`config.mk`:
```
export PLATFORM = sky130hd
export DESIGN_NAME = lvt_router
export DESIGN_NICKNAME = d
export VERILOG_FILES = /design/src/rtl/lvt_pkg.sv /design/src/rtl/lvt_pin_sync.sv /design/src/rtl/lvt_entry.sv /design/src/rtl/lvt_dispatch.sv /design/src/rtl/lvt_router.sv
export SDC_FILE = /design/constraint.sdc
export NUM_CORES = 1
export LEC_CHECK = 0
export BUFFER_PORTS_ARGS = -buffer_cell sky130_fd_sc_hd__clkbuf_2
export CORE_ASPECT_RATIO = 0.8
export CORE_MARGIN = 1
export CORE_UTILIZATION = 36
export CTS_CLUSTER_DIAMETER = 100
export CTS_CLUSTER_SIZE = 25
export DETAILED_ROUTE_END_ITERATION = 7
export MAX_ROUTING_LAYER = met4
export PLACE_DENSITY = 0.64
export RECOVER_POWER = 50
export SYNTH_ARGS = -nofsm -noshare
export SYNTH_HDL_FRONTEND = slang
export SYNTH_SLANG_ARGS = --single-unit
```
`constraint.sdc`:
```
create_clock -name clk -period 2.77 [get_ports clk]
set_input_delay 0.1385 -clock clk [delete_from_list [all_inputs] [get_ports clk]]
set_output_delay 0.1385 -clock clk [all_outputs]
set_load 0.05 [all_outputs]
```
`src/rtl/lvt_pkg.sv`:
```
package lvt_pkg;

   localparam int NUM_SRC = 6;
   localparam int NUM_PIN = 2;
   localparam int SRC_W   = 3;
   localparam int VEC_W   = 8;
   localparam int TYP_W   = 3;

   // source slots; the order is also the ranking (higher index wins)
   localparam int SRC_PIN0  = 0;
   localparam int SRC_PIN1  = 1;
   localparam int SRC_TMR   = 2;
   localparam int SRC_PMC   = 3;
   localparam int SRC_THERM = 4;
   localparam int SRC_ERR   = 5;

   // entry word field positions
   localparam int F_VEC_LO  = 0;
   localparam int F_TYP_LO  = 8;
   localparam int F_PEND    = 12;
   localparam int F_TRIG    = 15;
   localparam int F_MASK    = 16;
   localparam int WORD_USED = 17;

   localparam logic [TYP_W-1:0] DLV_FIXED = 3'b000;
   localparam logic [TYP_W-1:0] DLV_NMI   = 3'b100;
   localparam logic [TYP_W-1:0] DLV_EXT   = 3'b111;

   typedef struct packed {
      logic             mask;
      logic             trig_lvl;
      logic [TYP_W-1:0] dtype;
      logic [VEC_W-1:0] vec;
   } cfg_t;

   // returns {found, index of highest set bit}
   function automatic logic [SRC_W:0] pick_top(input logic [NUM_SRC-1:0] c);
      logic [SRC_W:0] r;
      r = '0;
      for (int i = 0; i < NUM_SRC; i++) begin
         if (c[i]) r = {1'b1, SRC_W'(i)};
      end
      return r;
   endfunction

endpackage

```
`src/rtl/lvt_pin_sync.sv`:
```
module lvt_pin_sync #(
   parameter int STAGES = 2
) (
   input  logic clk,
   input  logic rst_n,
   input  logic pin_i,
   output logic level_o,
   output logic rise_o
);

   logic [STAGES-1:0] chain_q;
   logic              prev_q;

   generate
      if (STAGES < 2) begin : g_bad
         $error("lvt_pin_sync: STAGES must be at least 2");
      end
      for (genvar s = 0; s < STAGES; s++) begin : g_stage
         always_ff @(posedge clk or negedge rst_n) begin
            if (!rst_n) begin
               chain_q[s] <= 1'b0;
            end else begin
               if (s == 0) chain_q[s] <= pin_i;
               else        chain_q[s] <= chain_q[(s == 0) ? 0 : s-1];
            end
         end
      end
   endgenerate

   always_ff @(posedge clk or negedge rst_n) begin
      if (!rst_n) prev_q <= 1'b0;
      else        prev_q <= chain_q[STAGES-1];
   end

   assign level_o = chain_q[STAGES-1];
   assign rise_o  = chain_q[STAGES-1] & ~prev_q;

endmodule

```
`src/rtl/lvt_entry.sv`:
```
module lvt_entry
   import lvt_pkg::*;
#(
   parameter int DATA_W   = 32,
   parameter bit HAS_TRIG = 1'b0
) (
   input  logic              clk,
   input  logic              rst_n,
   input  logic              wr_i,
   input  logic [VEC_W-1:0]  wr_vec_i,
   input  logic [TYP_W-1:0]  wr_typ_i,
   input  logic              wr_trig_i,
   input  logic              wr_mask_i,
   input  logic              evt_i,
   input  logic              lvl_i,
   input  logic              clr_i,
   output cfg_t              cfg_o,
   output logic              pend_o,
   output logic [DATA_W-1:0] word_o
);

   logic [VEC_W-1:0] vec_q;
   logic [TYP_W-1:0] typ_q;
   logic             mask_q;
   logic             trig_q;
   logic             pend_q;
   logic             set_req;

   always_ff @(posedge clk or negedge rst_n) begin
      if (!rst_n) begin
         vec_q  <= '0;
         typ_q  <= DLV_FIXED;
         mask_q <= 1'b1;
      end else if (wr_i) begin
         vec_q  <= wr_vec_i;
         typ_q  <= wr_typ_i;
         mask_q <= wr_mask_i;
      end
   end

   generate
      if (HAS_TRIG) begin : g_trig
         always_ff @(posedge clk or negedge rst_n) begin
            if (!rst_n)    trig_q <= 1'b0;
            else if (wr_i) trig_q <= wr_trig_i;
         end
         // level sources re-arm only after the clearing acknowledge
         always_comb begin
            if (trig_q) set_req = lvl_i & ~mask_q & ~clr_i;
            else        set_req = evt_i & ~mask_q;
         end
      end else begin : g_edge_only
         wire unused_trig = wr_trig_i ^ lvl_i;
         assign trig_q  = 1'b0;
         assign set_req = evt_i & ~mask_q;
      end
   endgenerate

   always_ff @(posedge clk or negedge rst_n) begin
      if (!rst_n) pend_q <= 1'b0;
      else        pend_q <= (pend_q & ~clr_i) | set_req;
   end

   assign cfg_o  = '{mask: mask_q, trig_lvl: trig_q, dtype: typ_q, vec: vec_q};
   assign pend_o = pend_q;

   always_comb begin
      word_o = '0;
      word_o[F_VEC_LO +: VEC_W] = vec_q;
      word_o[F_TYP_LO +: TYP_W] = typ_q;
      word_o[F_PEND]            = pend_q;
      word_o[F_TRIG]            = trig_q;
      word_o[F_MASK]            = mask_q;
   end

endmodule

```
`src/rtl/lvt_dispatch.sv`:
```
module lvt_dispatch
   import lvt_pkg::*;
#(
   parameter int NMI_VECTOR = 2
) (
   input  logic                clk,
   input  logic                rst_n,
   input  logic [NUM_SRC-1:0]  pend_i,
   input  cfg_t [NUM_SRC-1:0]  cfg_i,
   input  logic                ack_i,
   output logic                valid_o,
   output logic [VEC_W-1:0]    vector_o,
   output logic [TYP_W-1:0]    dtype_o,
   output logic [SRC_W-1:0]    src_o,
   output logic [NUM_SRC-1:0]  clr_o
);

   logic [NUM_SRC-1:0] cand;
   logic [NUM_SRC-1:0] urg;
   logic [SRC_W:0]     pk_urg;
   logic [SRC_W:0]     pk_all;
   logic               pk_any;
   logic [SRC_W-1:0]   pk_idx;
   cfg_t               sel;

   logic               valid_q;
   logic [VEC_W-1:0]   vector_q;
   logic [TYP_W-1:0]   dtype_q;
   logic [SRC_W-1:0]   src_q;

   always_comb begin
      for (int i = 0; i < NUM_SRC; i++) begin
         cand[i] = pend_i[i] & ~cfg_i[i].mask;
         urg[i]  = cand[i] & (cfg_i[i].dtype == DLV_NMI);
      end
      pk_urg = pick_top(urg);
      pk_all = pick_top(cand);
      pk_any = pk_all[SRC_W];
      pk_idx = pk_urg[SRC_W] ? pk_urg[SRC_W-1:0] : pk_all[SRC_W-1:0];
      sel    = '0;
      for (int i = 0; i < NUM_SRC; i++) begin
         if (pk_idx == SRC_W'(i)) sel = cfg_i[i];
      end
   end

   always_ff @(posedge clk or negedge rst_n) begin
      if (!rst_n) begin
         valid_q  <= 1'b0;
         vector_q <= '0;
         dtype_q  <= DLV_FIXED;
         src_q    <= '0;
      end else if (valid_q) begin
         if (ack_i) valid_q <= 1'b0;
      end else if (pk_any) begin
         valid_q  <= 1'b1;
         src_q    <= pk_idx;
         dtype_q  <= sel.dtype;
         vector_q <= (sel.dtype == DLV_NMI) ? VEC_W'(NMI_VECTOR) : sel.vec;
      end
   end

   assign clr_o    = (valid_q && ack_i) ? (NUM_SRC'(1) << src_q) : '0;
   assign valid_o  = valid_q;
   assign vector_o = vector_q;
   assign dtype_o  = dtype_q;
   assign src_o    = src_q;

endmodule

```
`src/rtl/lvt_router.sv`:
```
module lvt_router
   import lvt_pkg::*;
#(
   parameter int DATA_W      = 32,
   parameter int ADDR_W      = 4,
   parameter int SYNC_STAGES = 2,
   parameter int NMI_VECTOR  = 2
) (
   input  logic              clk,
   input  logic              rst_n,
   input  logic [1:0]        ext_pin_i,
   input  logic              tmr_hit_i,
   input  logic              pmc_ovf_i,
   input  logic              thermal_trip_i,
   input  logic              err_flag_i,
   input  logic              cfg_wr_i,
   input  logic              cfg_rd_i,
   input  logic [ADDR_W-1:0] cfg_addr_i,
   input  logic [DATA_W-1:0] cfg_wdata_i,
   output logic [DATA_W-1:0] cfg_rdata_o,
   output logic              irq_valid_o,
   output logic [7:0]        irq_vector_o,
   output logic [2:0]        irq_type_o,
   input  logic              irq_ack_i
);

   localparam int ADDR_SPAN = 1 << ADDR_W;

   generate
      if (DATA_W < WORD_USED) begin : g_chk_data
         $error("lvt_router: DATA_W too small for the entry word");
      end
      if (ADDR_SPAN <= NUM_SRC) begin : g_chk_addr
         $error("lvt_router: ADDR_W leaves no room for the entries");
      end
      if (SYNC_STAGES < 2) begin : g_chk_sync
         $error("lvt_router: SYNC_STAGES must be at least 2");
      end
      if (NMI_VECTOR < 0 || NMI_VECTOR >= (1 << VEC_W)) begin : g_chk_nmi
         $error("lvt_router: NMI_VECTOR does not fit the vector field");
      end
      if (DATA_W > WORD_USED) begin : g_spare
         wire unused_wdata_hi = ^cfg_wdata_i[DATA_W-1:WORD_USED];
      end
   endgenerate

   cfg_t [NUM_SRC-1:0]  cfg_q;
   logic [NUM_SRC-1:0]  pend_vec;
   logic [NUM_SRC-1:0]  mask_vec;
   logic [NUM_SRC-1:0]  evt_vec;
   logic [NUM_SRC-1:0]  lvl_vec;
   logic [NUM_SRC-1:0]  clr_vec;
   logic [NUM_SRC-1:0]  wr_sel;
   logic [DATA_W-1:0]   word_arr [NUM_SRC];
   logic [DATA_W-1:0]   rd_mux;
   logic [DATA_W-1:0]   rdata_q;
   logic                addr_ok;
   logic                bad_acc;
   logic                err_q;
   logic [SRC_W-1:0]    dsp_src;
   logic                unused_trig_hi;

   assign addr_ok = (cfg_addr_i < ADDR_W'(NUM_SRC));
   assign bad_acc = (cfg_wr_i | cfg_rd_i) & ~addr_ok;
   assign unused_trig_hi = cfg_wdata_i[F_PEND] ^ cfg_wdata_i[11] ^ ^cfg_wdata_i[14:13];

   // pin synchronisers and edge detectors
   generate
      for (genvar p = 0; p < NUM_PIN; p++) begin : g_pin
         lvt_pin_sync #(.STAGES(SYNC_STAGES)) u_sync (
            .clk     (clk),
            .rst_n   (rst_n),
            .pin_i   (ext_pin_i[p]),
            .level_o (lvl_vec[p]),
            .rise_o  (evt_vec[p])
         );
      end
   endgenerate

   assign lvl_vec[NUM_SRC-1:NUM_PIN] = '0;
   assign evt_vec[SRC_TMR]   = tmr_hit_i;
   assign evt_vec[SRC_PMC]   = pmc_ovf_i;
   assign evt_vec[SRC_THERM] = thermal_trip_i;
   assign evt_vec[SRC_ERR]   = err_flag_i | err_q;

   // unimplemented-address detector feeds the error source one cycle later
   always_ff @(posedge clk or negedge rst_n) begin
      if (!rst_n) err_q <= 1'b0;
      else        err_q <= bad_acc;
   end

   // one entry per source; only the pin entries keep a trigger bit
   generate
      for (genvar i = 0; i < NUM_SRC; i++) begin : g_ent
         assign wr_sel[i] = cfg_wr_i & (cfg_addr_i == ADDR_W'(i));
         lvt_entry #(
            .DATA_W   (DATA_W),
            .HAS_TRIG (i < NUM_PIN)
         ) u_ent (
            .clk       (clk),
            .rst_n     (rst_n),
            .wr_i      (wr_sel[i]),
            .wr_vec_i  (cfg_wdata_i[F_VEC_LO +: VEC_W]),
            .wr_typ_i  (cfg_wdata_i[F_TYP_LO +: TYP_W]),
            .wr_trig_i (cfg_wdata_i[F_TRIG]),
            .wr_mask_i (cfg_wdata_i[F_MASK]),
            .evt_i     (evt_vec[i]),
            .lvl_i     (lvl_vec[i]),
            .clr_i     (clr_vec[i]),
            .cfg_o     (cfg_q[i]),
            .pend_o    (pend_vec[i]),
            .word_o    (word_arr[i])
         );
         assign mask_vec[i] = cfg_q[i].mask;
      end
   endgenerate

   // registered read port
   always_comb begin
      rd_mux = '0;
      for (int i = 0; i < NUM_SRC; i++) begin
         if (cfg_addr_i == ADDR_W'(i)) rd_mux = word_arr[i];
      end
   end

   always_ff @(posedge clk or negedge rst_n) begin
      if (!rst_n)        rdata_q <= '0;
      else if (cfg_rd_i) rdata_q <= addr_ok ? rd_mux : '0;
   end

   assign cfg_rdata_o = rdata_q;

   lvt_dispatch #(.NMI_VECTOR(NMI_VECTOR)) u_dsp (
      .clk      (clk),
      .rst_n    (rst_n),
      .pend_i   (pend_vec),
      .cfg_i    (cfg_q),
      .ack_i    (irq_ack_i),
      .valid_o  (irq_valid_o),
      .vector_o (irq_vector_o),
      .dtype_o  (irq_type_o),
      .src_o    (dsp_src),
      .clr_o    (clr_vec)
   );

endmodule

```
==> summary.md <==
| Metric | Value |
|---|---|
| Outcome | finished with violations |
| Failing checks | capacitance limit, slew limit |
| TritonCTS Buffers | 17 |
| Die Ht | 117.0 µm |
| Design area | 0.007338 mm² |
| Hpwl dp | 11.85 mm |
| Clock skew | 0.009512 ns |
| Dpl ws | 0.04232 ns |
| Clock buffer depth | 2 |
| Worst IR Drop VDD | 0.5030 mV |
| Post-Route Setup TNS | 0 ns |
| Final setup viols | 0 |
| Reg2Reg Launch Point | g_ent[1].u_ent.mask_q$_DFFE_PN1P_ |
| Core footprint | 0.01595 mm² |
| Tot GR Track Use | 21.85% |
| Min Tclk post-route | 2.686 ns |
| Post-CTS setup repair buffer count | 0 |
| Layout cells sized above 1 | 32.41% |
| R2R setup slack | 0.08 ns |
| Critical path required time | 3.07 ns |
| Post-DRT Antenna Nets | 0 |
| Number of global-route vias before repair | 4,825 |
| Sequential element share of the synthesized area | 48.90% |
| Die width | 145.8 µm |
| Worst-Skew Late Latency | 0.42 ns |
| Worst hold stages | 3 |
| CTS sink count | 116 |
| Routed len/inst | 19.79 µm |
| Slew of the pin with the lowest slew margin | 1.581 ns |
| FFs w/ async S/R, synth | 100.0% |
| Nets | 685 |
| First-pass GRT wire length | 26.80 mm |
| Largest net degree at the start of global routing | 62 |
| Leak | 3.217 nW |
| Routed vias/inst | 5.558 |
| Placed cell area | 0.006651 mm² |
| Critical path launch point type | flip-flop |
| Worst hold path type | in -> reg |
| Die footprint | 0.01705 mm² |
| Grt total ovfl | 0 |
| Maxcap violations | 1 |
| Area growth, synth to finish | 23.29% |
| Synth unique cells | 57 |
| RePlAce Congestion | 0.8998 |
| Initial antenna violation count | 0 |
| Achievable Freq | 372.4 MHz |
| Synth Instances | 545 |
| DRC marker count from the first detailed-route iteration | 369 |
| Final slew viol count | 62 |
| Post-Syn Area | 0.005952 mm² |
| Critical Path AT | 2.98 ns |
| Site Rows | 41 |
| Pwr Density | 994.2 mW/mm² |
| IO Port Bufs | 53 |
| Number of I/O pins | 91 |
| Setup repair after global routing missed its margin | no |
| Worst Slack Setup Final | 0.08445 ns |
| Final hold vios | 0 |
| RR Endpoint | u_dsp.vector_o[1]$_DFFE_PN0P_ |
| R2r worst-path depth | 9 |
| Post-route DRC | 0 |
| Slew margin rel. | -5.392% |
| Vias | 4,813 |
| Number of enable flip-flop cells after synthesis | 0 |
| Clock transition at path regs | 0.05 ns |
| Initial Utilization | 37.31% |
| Ant diodes | 0 |
| Flops & latches, synth | 116 |
| WHS Endpoint | err_q$_DFF_PN0_ |
| YS warnings | 0 |
| Ys flop type | dfrtp_1 |
| Routed wire length | 17.14 mm |
| Final core occ | 46.00% |
| Highest-count cells in the layout ignoring fill and taps | 110 x dfrtp_1, 81 x mux2_2, 43 x o21ai_0, 41 x nor2_1, 38 x clkbuf_2 |
| Synth area leaders | dfrtp_1 46%, mux2_2 15%, mux2i_1 4.2%, o21ai_0 3.7%, dfstp_2 2.6% |
| CP endpoint kind | flip-flop |
| Synth area leader | dfrtp_1 |
| Router iterations before antenna repair | 5 |
| Final Cycle Share | 96.95% |
| TritonCTS clock tree | built |
| Root cell of the clock tree | clkbuf_16 |
| Commonest non-fill, non-tap cell in the layout | dfrtp_1 |
| Min-delay src | cfg_wr_i |
| Crit Path Max Fanout | 8 |
| Share of the synthesized area in the top cell type | 46.25% |
| H-Tree Depth | 4 |
| Mapped Avg Cell Area | 10.92 µm² |
| Critical path class | reg -> reg |
metal layers:
metal  up-vias  routed length, µm  share of wire, %  track usage, %
met4         0                332               1.9           8.772
met3        27               1244               7.3           5.271
met5         -                  0                 0               -
met1      2414               8229                48           29.55
li1       2167                  -                 -               -
met2       205               7335                43           31.55
power breakdown:
| part | total, mW | internal, mW | switching, mW |
|---|---|---|---|
| clock | 2.32 | 1.53 | 0.795 |
| sequential | 2.46 | 2.11 | 0.348 |
| combinational | 2.52 | 1.06 | 1.46 |
| total | 7.30 | 4.69 | 2.61 |
registers in the layout (all words and copies together) (netlist names), 3 cells and up:
name / flops
g_ent.u_ent.typ_q: 18
u_dsp.dtype_o: 3
u_dsp.src_o: 3
u_dsp.vector_o: 8
cfg_rdata_o: 14
g_ent.u_ent.mask_q: 6
g_ent.u_ent.vec_q: 48
g_ent.u_ent.pend_o: 6
final cells by class:
| class | count | area (µm²) |
|---|---|---|
| clock inverter | 13 | 181.4 |
| sequential | 116 | 2910 |
| tap | 215 | 269.0 |
| fill | 1456 | 8616 |
| multi-input combinational | 376 | 2781 |
| inverter | 23 | 86.33 |
| clock buffer | 19 | 442.9 |
| timing repair buffer | 104 | 666.9 |
worst max-delay path by stage:
stage | start | to | slack, ns | depth (start not counted)
after detailed placement | g_ent[1].u_ent.mask_q$_DFFE_PN1P_ | u_dsp.vector_o[1]$_DFFE_PN0P_ | 0.04 | 9
after global placement | g_ent[1].u_ent.mask_q$_DFFE_PN1P_ | u_dsp.vector_o[1]$_DFFE_PN0P_ | 0.07 | 9
after floorplan | g_ent[1].u_ent.mask_q$_DFFE_PN1P_ | u_dsp.vector_o[0]$_DFFE_PN0P_ | 0.31 | 10
after global routing | rst_n | cfg_rdata_o[16]$_DFFE_PN0P_ | 0.005 | 3
after CTS | g_ent[1].u_ent.mask_q$_DFFE_PN1P_ | u_dsp.vector_o[1]$_DFFE_PN0P_ | 0.04 | 9
final | g_ent[1].u_ent.mask_q$_DFFE_PN1P_ | u_dsp.vector_o[1]$_DFFE_PN0P_ | 0.08 | 9
worst max-delay path: stages, from the launching register on:
cell and delay [ns]:
dfstp_2 0.54, nand2b_4 0.15, or4b_4 0.16, nand4_2 0.15, o32a_4 0.46, a222oi_1 0.36
a21o_1 0.21, a211oi_4 0.09, buf_12 0.15, a221o_1 0.31
cell families (layout without fill, tap and decap cells):
logic type             after synthesis  in the layout  share of synthesized area, %
AND/OR/NAND/NOR                    120            120                         10.07
buffers and inverters               70            159                         5.928
flip-flops                         116            116                         48.90
AO/OA/AOI/OAI                      132            132                         15.51
multiplexers                       106            106                         19.53
other                                1             18                       0.06300
through the flow:
stage / std cells / total power, mW / hold slack (ns)
after floorplan: 562 / 4.054 / -0.1571
after global placement: 825 / 4.852 / 0.2478
after detailed placement: 825 / 4.933 / 0.2522
after CTS: 866 / 7.281 / 0.01622
after global routing: 866 / 7.646 / 0.01661
final: 866 / 7.296 / 0.01912
synthesized netlist by cell type (all sizes together), types with 2 or more instances:
master	instances
mux2	81
nor4	3
o22ai	13
nor2b	5
o21ai	45
a21oi	13
a22oi	6
and4	2
nand2	26
or3	2
o31a	2
a311oi	2
nand2b	7
nand3	15
and2	5
clkbuf	21
nor2	41
nor3	4
a221oi	6
and3	5
a222oi	3
a31oi	7
dfrtp	110
mux2i	25
a211oi	9
inv	22
a21boi	2
o41ai	2
nand4	2
dfstp	6
a221o	13
o21a	2
buf	26
what timing repair did:
action / 4_1_cts / 5_1_grt
hold buffers: 9 / 0
hold endpoints to repair: 68 / 0
resized for setup: 0 / 6
setup endpoints to repair: 0 / 4
Note: power is estimated with default switching activity, not from simulation.
